<file path="src/rtl/lrt_pkg.sv">
package lrt_pkg;

    // field widths of the packed timing words
    localparam int PPL_W = 10;
    localparam int HSW_W = 6;
    localparam int HP_W  = 8;
    localparam int LPP_W = 10;
    localparam int VSW_W = 6;
    localparam int VP_W  = 8;
    localparam int DIV_W = 8;
    localparam int ACB_W = 8;
    localparam int POL_W = 6;

    // counter widths derived from the largest raster the fields allow
    localparam int HCNT_W = $clog2((2**PPL_W) + (2**HSW_W) + 2 * (2**HP_W));
    localparam int VCNT_W = $clog2((2**LPP_W) + (2**VSW_W) + 2 * (2**VP_W));

    // polarity bit positions inside the polarity field
    localparam int POL_HS   = 0;
    localparam int POL_VS   = 1;
    localparam int POL_PCLK = 2;
    localparam int POL_DE   = 3;
    localparam int POL_ACB  = 4;

    typedef enum logic [1:0] {
        ST_IDLE  = 2'd0,
        ST_RUN   = 2'd1,
        ST_DRAIN = 2'd2,
        ST_DONE  = 2'd3
    } scan_state_t;

    // decoded raster, held as boundaries so the scan needs only compares
    typedef struct packed {
        logic [HCNT_W-1:0] h_sync_end;
        logic [HCNT_W-1:0] h_act_start;
        logic [HCNT_W-1:0] h_act_end;
        logic [HCNT_W-1:0] h_total;
        logic [VCNT_W-1:0] v_sync_end;
        logic [VCNT_W-1:0] v_act_start;
        logic [VCNT_W-1:0] v_act_end;
        logic [VCNT_W-1:0] v_total;
        logic [DIV_W-1:0]  div;
        logic [ACB_W-1:0]  acb;
        logic              tft;
    } raster_cfg_t;

    function automatic raster_cfg_t decode_cfg(
        input logic [31:0]      hw,
        input logic [31:0]      vw,
        input logic [DIV_W-1:0] div_f,
        input logic [ACB_W-1:0] acb_f,
        input logic             tft
    );
        raster_cfg_t c;
        logic [HCNT_W-1:0] h_sw, h_bp, h_ac, h_fp;
        logic [VCNT_W-1:0] v_sw, v_bp, v_ac, v_fp;
        // horizontal fields all carry a minus-one offset
        h_ac = HCNT_W'(hw[9:0])   + 1'b1;
        h_sw = HCNT_W'(hw[15:10]) + 1'b1;
        h_fp = HCNT_W'(hw[23:16]) + 1'b1;
        h_bp = HCNT_W'(hw[31:24]) + 1'b1;
        // vertical porches are taken directly
        v_ac = VCNT_W'(vw[9:0])   + 1'b1;
        v_sw = VCNT_W'(vw[15:10]) + 1'b1;
        v_fp = VCNT_W'(vw[23:16]);
        v_bp = VCNT_W'(vw[31:24]);
        c.h_sync_end  = h_sw;
        c.h_act_start = h_sw + h_bp;
        c.h_act_end   = h_sw + h_bp + h_ac;
        c.h_total     = h_sw + h_bp + h_ac + h_fp;
        c.v_sync_end  = v_sw;
        c.v_act_start = v_sw + v_bp;
        c.v_act_end   = v_sw + v_bp + v_ac;
        c.v_total     = v_sw + v_bp + v_ac + v_fp;
        c.div         = div_f;
        c.acb         = acb_f;
        c.tft         = tft;
        return c;
    endfunction

endpackage

</file>
<file path="src/rtl/lrt_ctrl.sv">
module lrt_ctrl
    import lrt_pkg::*;
(
    input  logic clk,
    input  logic rst_n,
    input  logic en,
    input  logic frame_end,
    output logic start,
    output logic load,
    output logic run,
    output logic done
);

    scan_state_t state_q, state_d;

    // state register
    always_ff @(posedge clk or negedge rst_n) begin
        if (!rst_n) begin
            state_q <= ST_IDLE;
        end else begin
            state_q <= state_d;
        end
    end

    // transitions
    always_comb begin
        state_d = state_q;
        unique case (state_q)
            ST_IDLE:  if (en) state_d = ST_RUN;
            ST_DONE:  if (en) state_d = ST_RUN;
            ST_RUN: begin
                if (frame_end) begin
                    state_d = en ? ST_RUN : ST_DONE;
                end else if (!en) begin
                    state_d = ST_DRAIN;
                end
            end
            ST_DRAIN: begin
                if (en) begin
                    state_d = ST_RUN;
                end else if (frame_end) begin
                    state_d = ST_DONE;
                end
            end
            default:  state_d = ST_IDLE;
        endcase
    end

    // outputs
    always_comb begin
        run   = 1'b0;
        done  = 1'b0;
        start = 1'b0;
        unique case (state_q)
            ST_IDLE:  start = en;
            ST_DONE: begin
                done  = 1'b1;
                start = en;
            end
            ST_RUN:   run = 1'b1;
            ST_DRAIN: run = 1'b1;
            default:  ;
        endcase
        load = start || (run && frame_end && en);
    end

    a_r8_done_holds: assert property (@(posedge clk) disable iff (!rst_n)
        (done && !en) |=> done);

    a_r8_done_clears: assert property (@(posedge clk) disable iff (!rst_n)
        (done && en) |=> !done);

    a_r7_drain_ends_done: assert property (@(posedge clk) disable iff (!rst_n)
        (state_q == ST_DRAIN && frame_end && !en) |=> done);

    a_r9_no_done_while_enabled: assert property (@(posedge clk) disable iff (!rst_n)
        (run && en) |=> !done);

endmodule

</file>
<file path="src/rtl/lrt_pclk_div.sv">
module lrt_pclk_div #(
    parameter int DIV_W   = 8,
    parameter int MIN_TFT = 2,
    parameter int MIN_STN = 3
) (
    input  logic             clk,
    input  logic             rst_n,
    input  logic             run,
    input  logic [DIV_W-1:0] div_field,
    input  logic             tft,
    output logic             tick,
    output logic             pclk_raw
);

    logic [DIV_W-1:0] floor_v;
    logic [DIV_W-1:0] div_eff;
    logic [DIV_W-1:0] last_v;
    logic [DIV_W-1:0] cnt_q;

    always_comb begin
        floor_v = tft ? DIV_W'(MIN_TFT) : DIV_W'(MIN_STN);
        div_eff = (div_field < floor_v) ? floor_v : div_field;
        last_v  = div_eff - 1'b1;
    end

    always_ff @(posedge clk or negedge rst_n) begin
        if (!rst_n) begin
            cnt_q <= '0;
        end else if (!run || cnt_q == last_v) begin
            cnt_q <= '0;
        end else begin
            cnt_q <= cnt_q + 1'b1;
        end
    end

    assign tick     = run && (cnt_q == last_v);
    assign pclk_raw = run && (cnt_q >= (div_eff >> 1));

    a_r3_tick_gap: assert property (@(posedge clk) disable iff (!rst_n)
        tick |=> !tick);

    a_r4_pclk_low_after_tick: assert property (@(posedge clk) disable iff (!rst_n)
        tick |=> !pclk_raw);

endmodule

</file>
<file path="src/rtl/lrt_scan.sv">
module lrt_scan
    import lrt_pkg::*;
(
    input  logic        clk,
    input  logic        rst_n,
    input  logic        run,
    input  logic        restart,
    input  logic        tick,
    input  raster_cfg_t cfg,
    output logic        frame_end,
    output logic        hsync_raw,
    output logic        vsync_raw,
    output logic        de_raw,
    output logic        acb_raw
);

    logic [HCNT_W-1:0] hcnt_q;
    logic [VCNT_W-1:0] vcnt_q;
    logic [ACB_W-1:0]  lcnt_q;
    logic              acb_q;
    logic              line_end;
    logic [DIV_W-1:0]  div_unused;

    assign div_unused = cfg.div;

    assign line_end  = tick && (hcnt_q == cfg.h_total - 1'b1);
    assign frame_end = line_end && (vcnt_q == cfg.v_total - 1'b1);

    always_ff @(posedge clk or negedge rst_n) begin
        if (!rst_n) begin
            hcnt_q <= '0;
            vcnt_q <= '0;
        end else if (restart) begin
            hcnt_q <= '0;
            vcnt_q <= '0;
        end else if (tick) begin
            if (line_end) begin
                hcnt_q <= '0;
                vcnt_q <= frame_end ? '0 : vcnt_q + 1'b1;
            end else begin
                hcnt_q <= hcnt_q + 1'b1;
            end
        end
    end

    // AC-bias line counter, passive panels only
    always_ff @(posedge clk or negedge rst_n) begin
        if (!rst_n) begin
            lcnt_q <= '0;
            acb_q  <= 1'b0;
        end else if (restart) begin
            lcnt_q <= '0;
        end else if (line_end && !cfg.tft) begin
            if (lcnt_q == cfg.acb) begin
                lcnt_q <= '0;
                acb_q  <= ~acb_q;
            end else begin
                lcnt_q <= lcnt_q + 1'b1;
            end
        end
    end

    assign hsync_raw = run && (hcnt_q < cfg.h_sync_end);
    assign vsync_raw = run && (vcnt_q < cfg.v_sync_end);
    assign de_raw    = run
                     && (hcnt_q >= cfg.h_act_start) && (hcnt_q < cfg.h_act_end)
                     && (vcnt_q >= cfg.v_act_start) && (vcnt_q < cfg.v_act_end);
    assign acb_raw   = acb_q;

    a_r1_de_outside_hsync: assert property (@(posedge clk) disable iff (!rst_n)
        de_raw |-> !hsync_raw);

    a_r2_de_outside_vsync: assert property (@(posedge clk) disable iff (!rst_n)
        de_raw |-> !vsync_raw);

    a_r10_acb_fixed_on_tft: assert property (@(posedge clk) disable iff (!rst_n)
        (cfg.tft && !restart) |=> $stable(acb_raw));

endmodule

</file>
<file path="src/rtl/lcd_raster_timing.sv">
module lcd_raster_timing
    import lrt_pkg::*;
#(
    parameter int MIN_DIV_TFT = 2,
    parameter int MIN_DIV_STN = 3
) (
    input  logic        clk,
    input  logic        rst_n,
    input  logic        ctrl_en_i,
    input  logic        ctrl_tft_i,
    input  logic [31:0] htiming_i,
    input  logic [31:0] vtiming_i,
    input  logic [31:0] ctiming_i,
    input  logic        pix_valid_i,
    input  logic        sync_err_i,
    output logic        pclk_en_o,
    output logic        pclk_o,
    output logic        hsync_o,
    output logic        vsync_o,
    output logic        de_o,
    output logic        acb_o,
    output logic        frame_done_o,
    output logic        underflow_o,
    output logic        sync_lost_o
);

    raster_cfg_t      cfg_q;
    logic             start, load, run, done;
    logic             tick, pclk_raw, frame_end;
    logic             hsync_raw, vsync_raw, de_raw, acb_raw;
    logic [POL_W-1:0] pol;
    logic             uf_q, sl_q;
    logic             ctl_unused;

    assign pol        = ctiming_i[25:20];
    assign ctl_unused = ^{ctiming_i[31:26], ctiming_i[19:16], pol[POL_W-1]};

    always_ff @(posedge clk or negedge rst_n) begin
        if (!rst_n) begin
            cfg_q <= '0;
        end else if (load) begin
            cfg_q <= decode_cfg(htiming_i, vtiming_i, ctiming_i[7:0],
                                ctiming_i[15:8], ctrl_tft_i);
        end
    end

    lrt_ctrl u_ctrl (
        .clk       (clk),
        .rst_n     (rst_n),
        .en        (ctrl_en_i),
        .frame_end (frame_end),
        .start     (start),
        .load      (load),
        .run       (run),
        .done      (done)
    );

    lrt_pclk_div #(
        .DIV_W   (DIV_W),
        .MIN_TFT (MIN_DIV_TFT),
        .MIN_STN (MIN_DIV_STN)
    ) u_div (
        .clk       (clk),
        .rst_n     (rst_n),
        .run       (run),
        .div_field (cfg_q.div),
        .tft       (cfg_q.tft),
        .tick      (tick),
        .pclk_raw  (pclk_raw)
    );

    lrt_scan u_scan (
        .clk       (clk),
        .rst_n     (rst_n),
        .run       (run),
        .restart   (start),
        .tick      (tick),
        .cfg       (cfg_q),
        .frame_end (frame_end),
        .hsync_raw (hsync_raw),
        .vsync_raw (vsync_raw),
        .de_raw    (de_raw),
        .acb_raw   (acb_raw)
    );

    // sticky error flags, wiped while the controller is disabled
    always_ff @(posedge clk or negedge rst_n) begin
        if (!rst_n) begin
            uf_q <= 1'b0;
            sl_q <= 1'b0;
        end else if (!ctrl_en_i) begin
            uf_q <= 1'b0;
            sl_q <= 1'b0;
        end else begin
            if (tick && de_raw && !pix_valid_i) uf_q <= 1'b1;
            if (sync_err_i && run)              sl_q <= 1'b1;
        end
    end

    assign pclk_en_o    = tick;
    assign pclk_o       = pclk_raw  ^ pol[POL_PCLK];
    assign hsync_o      = hsync_raw ^ pol[POL_HS];
    assign vsync_o      = vsync_raw ^ pol[POL_VS];
    assign de_o         = de_raw    ^ pol[POL_DE];
    assign acb_o        = acb_raw   ^ pol[POL_ACB];
    assign frame_done_o = done;
    assign underflow_o  = uf_q;
    assign sync_lost_o  = sl_q;

    a_r11_flags_clear: assert property (@(posedge clk) disable iff (!rst_n)
        !ctrl_en_i |=> (!underflow_o && !sync_lost_o));

    a_r11_underflow_sticky: assert property (@(posedge clk) disable iff (!rst_n)
        (underflow_o && ctrl_en_i) |=> underflow_o);

    a_r12_sync_lost_sticky: assert property (@(posedge clk) disable iff (!rst_n)
        (sync_lost_o && ctrl_en_i) |=> sync_lost_o);

    a_r6_idle_quiet: assert property (@(posedge clk) disable iff (!rst_n)
        !run |-> (!pclk_en_o && !de_raw && !hsync_raw && !vsync_raw));

endmodule

</file>
<file path="config.mk">
export PLATFORM = sky130hd
export DESIGN_NAME = lcd_raster_timing
export DESIGN_NICKNAME = d
export VERILOG_FILES = /design/src/rtl/lrt_pkg.sv /design/src/rtl/lrt_ctrl.sv /design/src/rtl/lrt_pclk_div.sv /design/src/rtl/lrt_scan.sv /design/src/rtl/lcd_raster_timing.sv
export SDC_FILE = /design/constraint.sdc
export NUM_CORES = 1
export LEC_CHECK = 0
export ABC_AREA = 1
export CORE_ASPECT_RATIO = 1.2
export CORE_MARGIN = 3
export CORE_UTILIZATION = 50
export CTS_BUF_LIST = sky130_fd_sc_hd__clkbuf_8
export CTS_CLUSTER_SIZE = 20
export DETAILED_ROUTE_END_ITERATION = 10
export GPL_TIMING_DRIVEN = 0
export PLACE_DENSITY = 0.81
export SLEW_MARGIN = 15
export SYNTH_ARGS = -nofsm -noshare
export SYNTH_HDL_FRONTEND = slang
export SYNTH_HIERARCHICAL = 1
export SYNTH_SLANG_ARGS = --single-unit
</file>
<file path="constraint.sdc">
create_clock -name clk -period 5.25 [get_ports clk]
set_input_delay 1.575 -clock clk [delete_from_list [all_inputs] [get_ports clk]]
set_output_delay 1.575 -clock clk [all_outputs]
set_load 0.02 [all_outputs]
</file>
==> out/qor.yml <==
run_status:
  status: "finished, final reports clean"
final_layout:
  layout_commonest_cell: "nand2_1"
  drive_above_1_share_pct: 8.923
  mostFrequentLayoutCells: "480 x nand2_1, 221 x inv_1, 136 x dfrtp_1, 121 x ha_1, 116 x nand3_1"
  stdcell_count: 2011
  syn_to_final_growth_pct: 19.33
  nFillCells: 1946
  fin_nets: 1968
  postLayoutCellArea_um2: 13520
  postLayoutCoreUtil_pct: 61.48
  antenna_cells: 0
route:
  drt-initial-drc-count: 596
  drc: 0
  ant_nets: 0
  drt_first_pass_iters: 5
  routed_wirelength_um: 29500
  post_drt_wl_per_cell_um: 14.67
  via_count: 10671
  via_per_inst: 5.306
sta:
  finalMaxSlewViolations: 0
  slew_headroom_pct: 54.25
  period_minus_slack_ns: 5.166
  setup_ws_ns: 0.08438
  setup_tns_ns: 0
  worst_pin_slew_ns: 0.6863
  fin_crit_sh_pct: 98.39
  hold_viol_final: 0
  setup_viol: 0
  max_freq_mhz: 193.6
  skew_ns: 0.01443
power:
  p_per_area_nw_per_um2: 448.0
  power_leakage_uw: 0.007055
  peakVddDrop_v: 0.0002299
hold_path:
  min_path_type: "register to register"
setup_path:
  crit_end: "cfg_q[71]"
  reg2reg_to: "cfg_q[1]"
  crit_family: "simple AND/OR/NAND/NOR gates"
  max_stage_delay_ns: 0.51
  crit_cells: 25
  end_kind: "register"
  criticalPathCategory: "primary input to register"
  r2r-start: "cfg_q[15]"
  cpMaxStageDelayCell: "clkdlybuf4s50_1"
  setup.worst_path.start_class: "primary input"
  crit_start: "htiming_i[11]"
  ff2ff_path_depth: 29
  required_ns: 5.60
  path_max_fanout: 5
  crit_buf_inv: 5
  reg2reg_slack_ns: 0.46
  arrival_ns: 5.52
floorplan:
  die_w_um: 143.4
  start_util_pct: 51.52
  rows: 59
  fp.dieArea_um2: 24520
  ios: 111
  core_um2: 22000
  fp.dieH_um: 170.9
cts:
  cts_buffer_depth: 2
  htreeDepth: 4
  cts_tree: "built"
  clock_latency_ns: 0.47
  cts_made_buffers: 17
  root_buffer: "clkbuf_8"
  clock_sinks: 136
  clkTransAtPathRegs_ns: 0.07
logic_synthesis:
  post-synth-top-area-cell: "dfrtp_1"
  synthCells: 1587
  yosysUniqueCellTypes: 49
  synth.top_cell.area_share_pct: 30.03
  ys_seq_area_share_pct: 30.03
  syn_area_um2: 11330
  synth_area_leaders: "dfrtp_1 30%, nand2_1 16%, ha_1 15%, inv_1 7.3%, nand3_1 5.3%"
  ys_warn_count: 6
  ys.flop_type: "dfrtp_1"
  synthArstFlopShare_pct: 100.0
  avgSynthCellArea_um2: 7.141
  ys_ff_latch: 136
  synth_edf_count: 0
grt:
  grt_first_pass_wirelength_um: 48360
  grt_pass1_vias: 10426
  grt_usage_pct: 24.32
  antenna_found_initial: 0
  grt_start_max_net_pins: 84
  grt_remaining_overflow: 0
placed_design:
  io_buffers: 99
  dp_worst_setup_slack_ns: -0.5720
  routabilityCongestion: 0.8973
  detailed_place.area_um2: 12740
  dp.cells: 1972
  dpl.hpwl_um: 22230
run:
  cap_violations: 0
synth_stat cells, drive strengths merged, types with 2 or more instances:
master,n
o211ai,2
nand3,124
o21bai,5
nor3,21
a2111oi,2
buf,13
a211oi,2
nor2,116
and3b,2
or2,9
xor2,55
o21ai,57
o21a,3
inv,233
and2,3
nor3b,4
a21o,3
dfrtp,136
clkbuf,12
nand4,29
ha,135
a21oi,66
xnor2,26
fa,6
o2111ai,3
nand2,499
a31oi,4
nand3b,10
cells by family after synthesis:
logic type / synth area share [%]
AOI/OAI and AO/OA: 7.430
xor gates and xnor gates: 6.260
adders and majority gates: 15.96
buffers and inverters: 8.854
and+or+nand+nor: 31.43
other: 0.03309
DFF: 30.03
power by group:
group          internal [uW]  total, uW  leakage [uW]  switching [uW]
Clock                    490        917      0.000201             426
Sequential              1420       1730       0.00175             309
Combinational           1280       3420       0.00510            2130
Total                   3190       6060       0.00706            2870
per-stage QoR:
stage	hold slack, ns	power [uW]
2_1_floorplan	0.4419	4078
3_3_place_gp	0.4551	4875
3_5_place_dp	0.4630	4987
4_1_cts	0.4803	5945
5_1_grt	0.4903	6630
6_report	0.4772	6059
flip-flops by register name, indices dropped and copies added, names as in the netlist:
| signal | flops |
|---|---|
| cfg_q | 93 |
| sync_lost_o | 1 |
| u_ctrl/state_q | 2 |
| u_div/cnt_q | 8 |
| u_scan/acb_raw | 1 |
| u_scan/hcnt_q | 11 |
| u_scan/lcnt_q | 8 |
| u_scan/vcnt_q | 11 |
| underflow_o | 1 |
how the worst min path moves through the flow:
stage / start / to / slack (ns) / cells after the start
global route: cfg_q[4] / cfg_q[4] / 0.49 / 2
global placement: cfg_q[84] / cfg_q[84] / 0.46 / 2
detailed placement: cfg_q[29] / cfg_q[29] / 0.46 / 2
finish: cfg_q[4] / cfg_q[4] / 0.48 / 2
floorplan: cfg_q[29] / cfg_q[29] / 0.44 / 2
CTS: cfg_q[4] / cfg_q[4] / 0.48 / 2
final cells by class:
cell class / count / area [um^2] / area share, %
Buffer: 25 / 126.4 / 0.9344
Clock buffer: 19 / 261.5 / 1.934
Clock inverter: 12 / 151.4 / 1.119
Inverter: 234 / 878.3 / 6.495
Multi-Input combinational cell: 1203 / 7272 / 53.77
Sequential cell: 136 / 3403 / 25.16
Tap cell: 274 / 342.8 / 2.535
Timing Repair Buffer: 108 / 1089 / 8.049
what timing repair did:
item                       4_1_cts  5_1_grt
hold buffers                     0        0
gates resized for setup         15       41
pin swaps                        2       15
buffers inserted                 0        8
setup endpoints to repair        7       58
per-layer routing:
layer	part of all wire (%)	GRT usage, %	up-vias
met5	0	0	-
met3	5.7	4.277	54
met2	49	42.56	311
li1	-	-	5339
met1	43	30.73	4967
met4	2.2	7.002	0
worst register-to-register path, delay by kind of cell, from the launching register on:
family,cells,cell delay (ns)
xor gates and xnor gates,2,0.38
adders and majority gates,1,0.26
buffers and inverters,5,0.86
DFF,1,0.42
and+or+nand+nor,21,2.78
(Power assumes the default switching activity.)
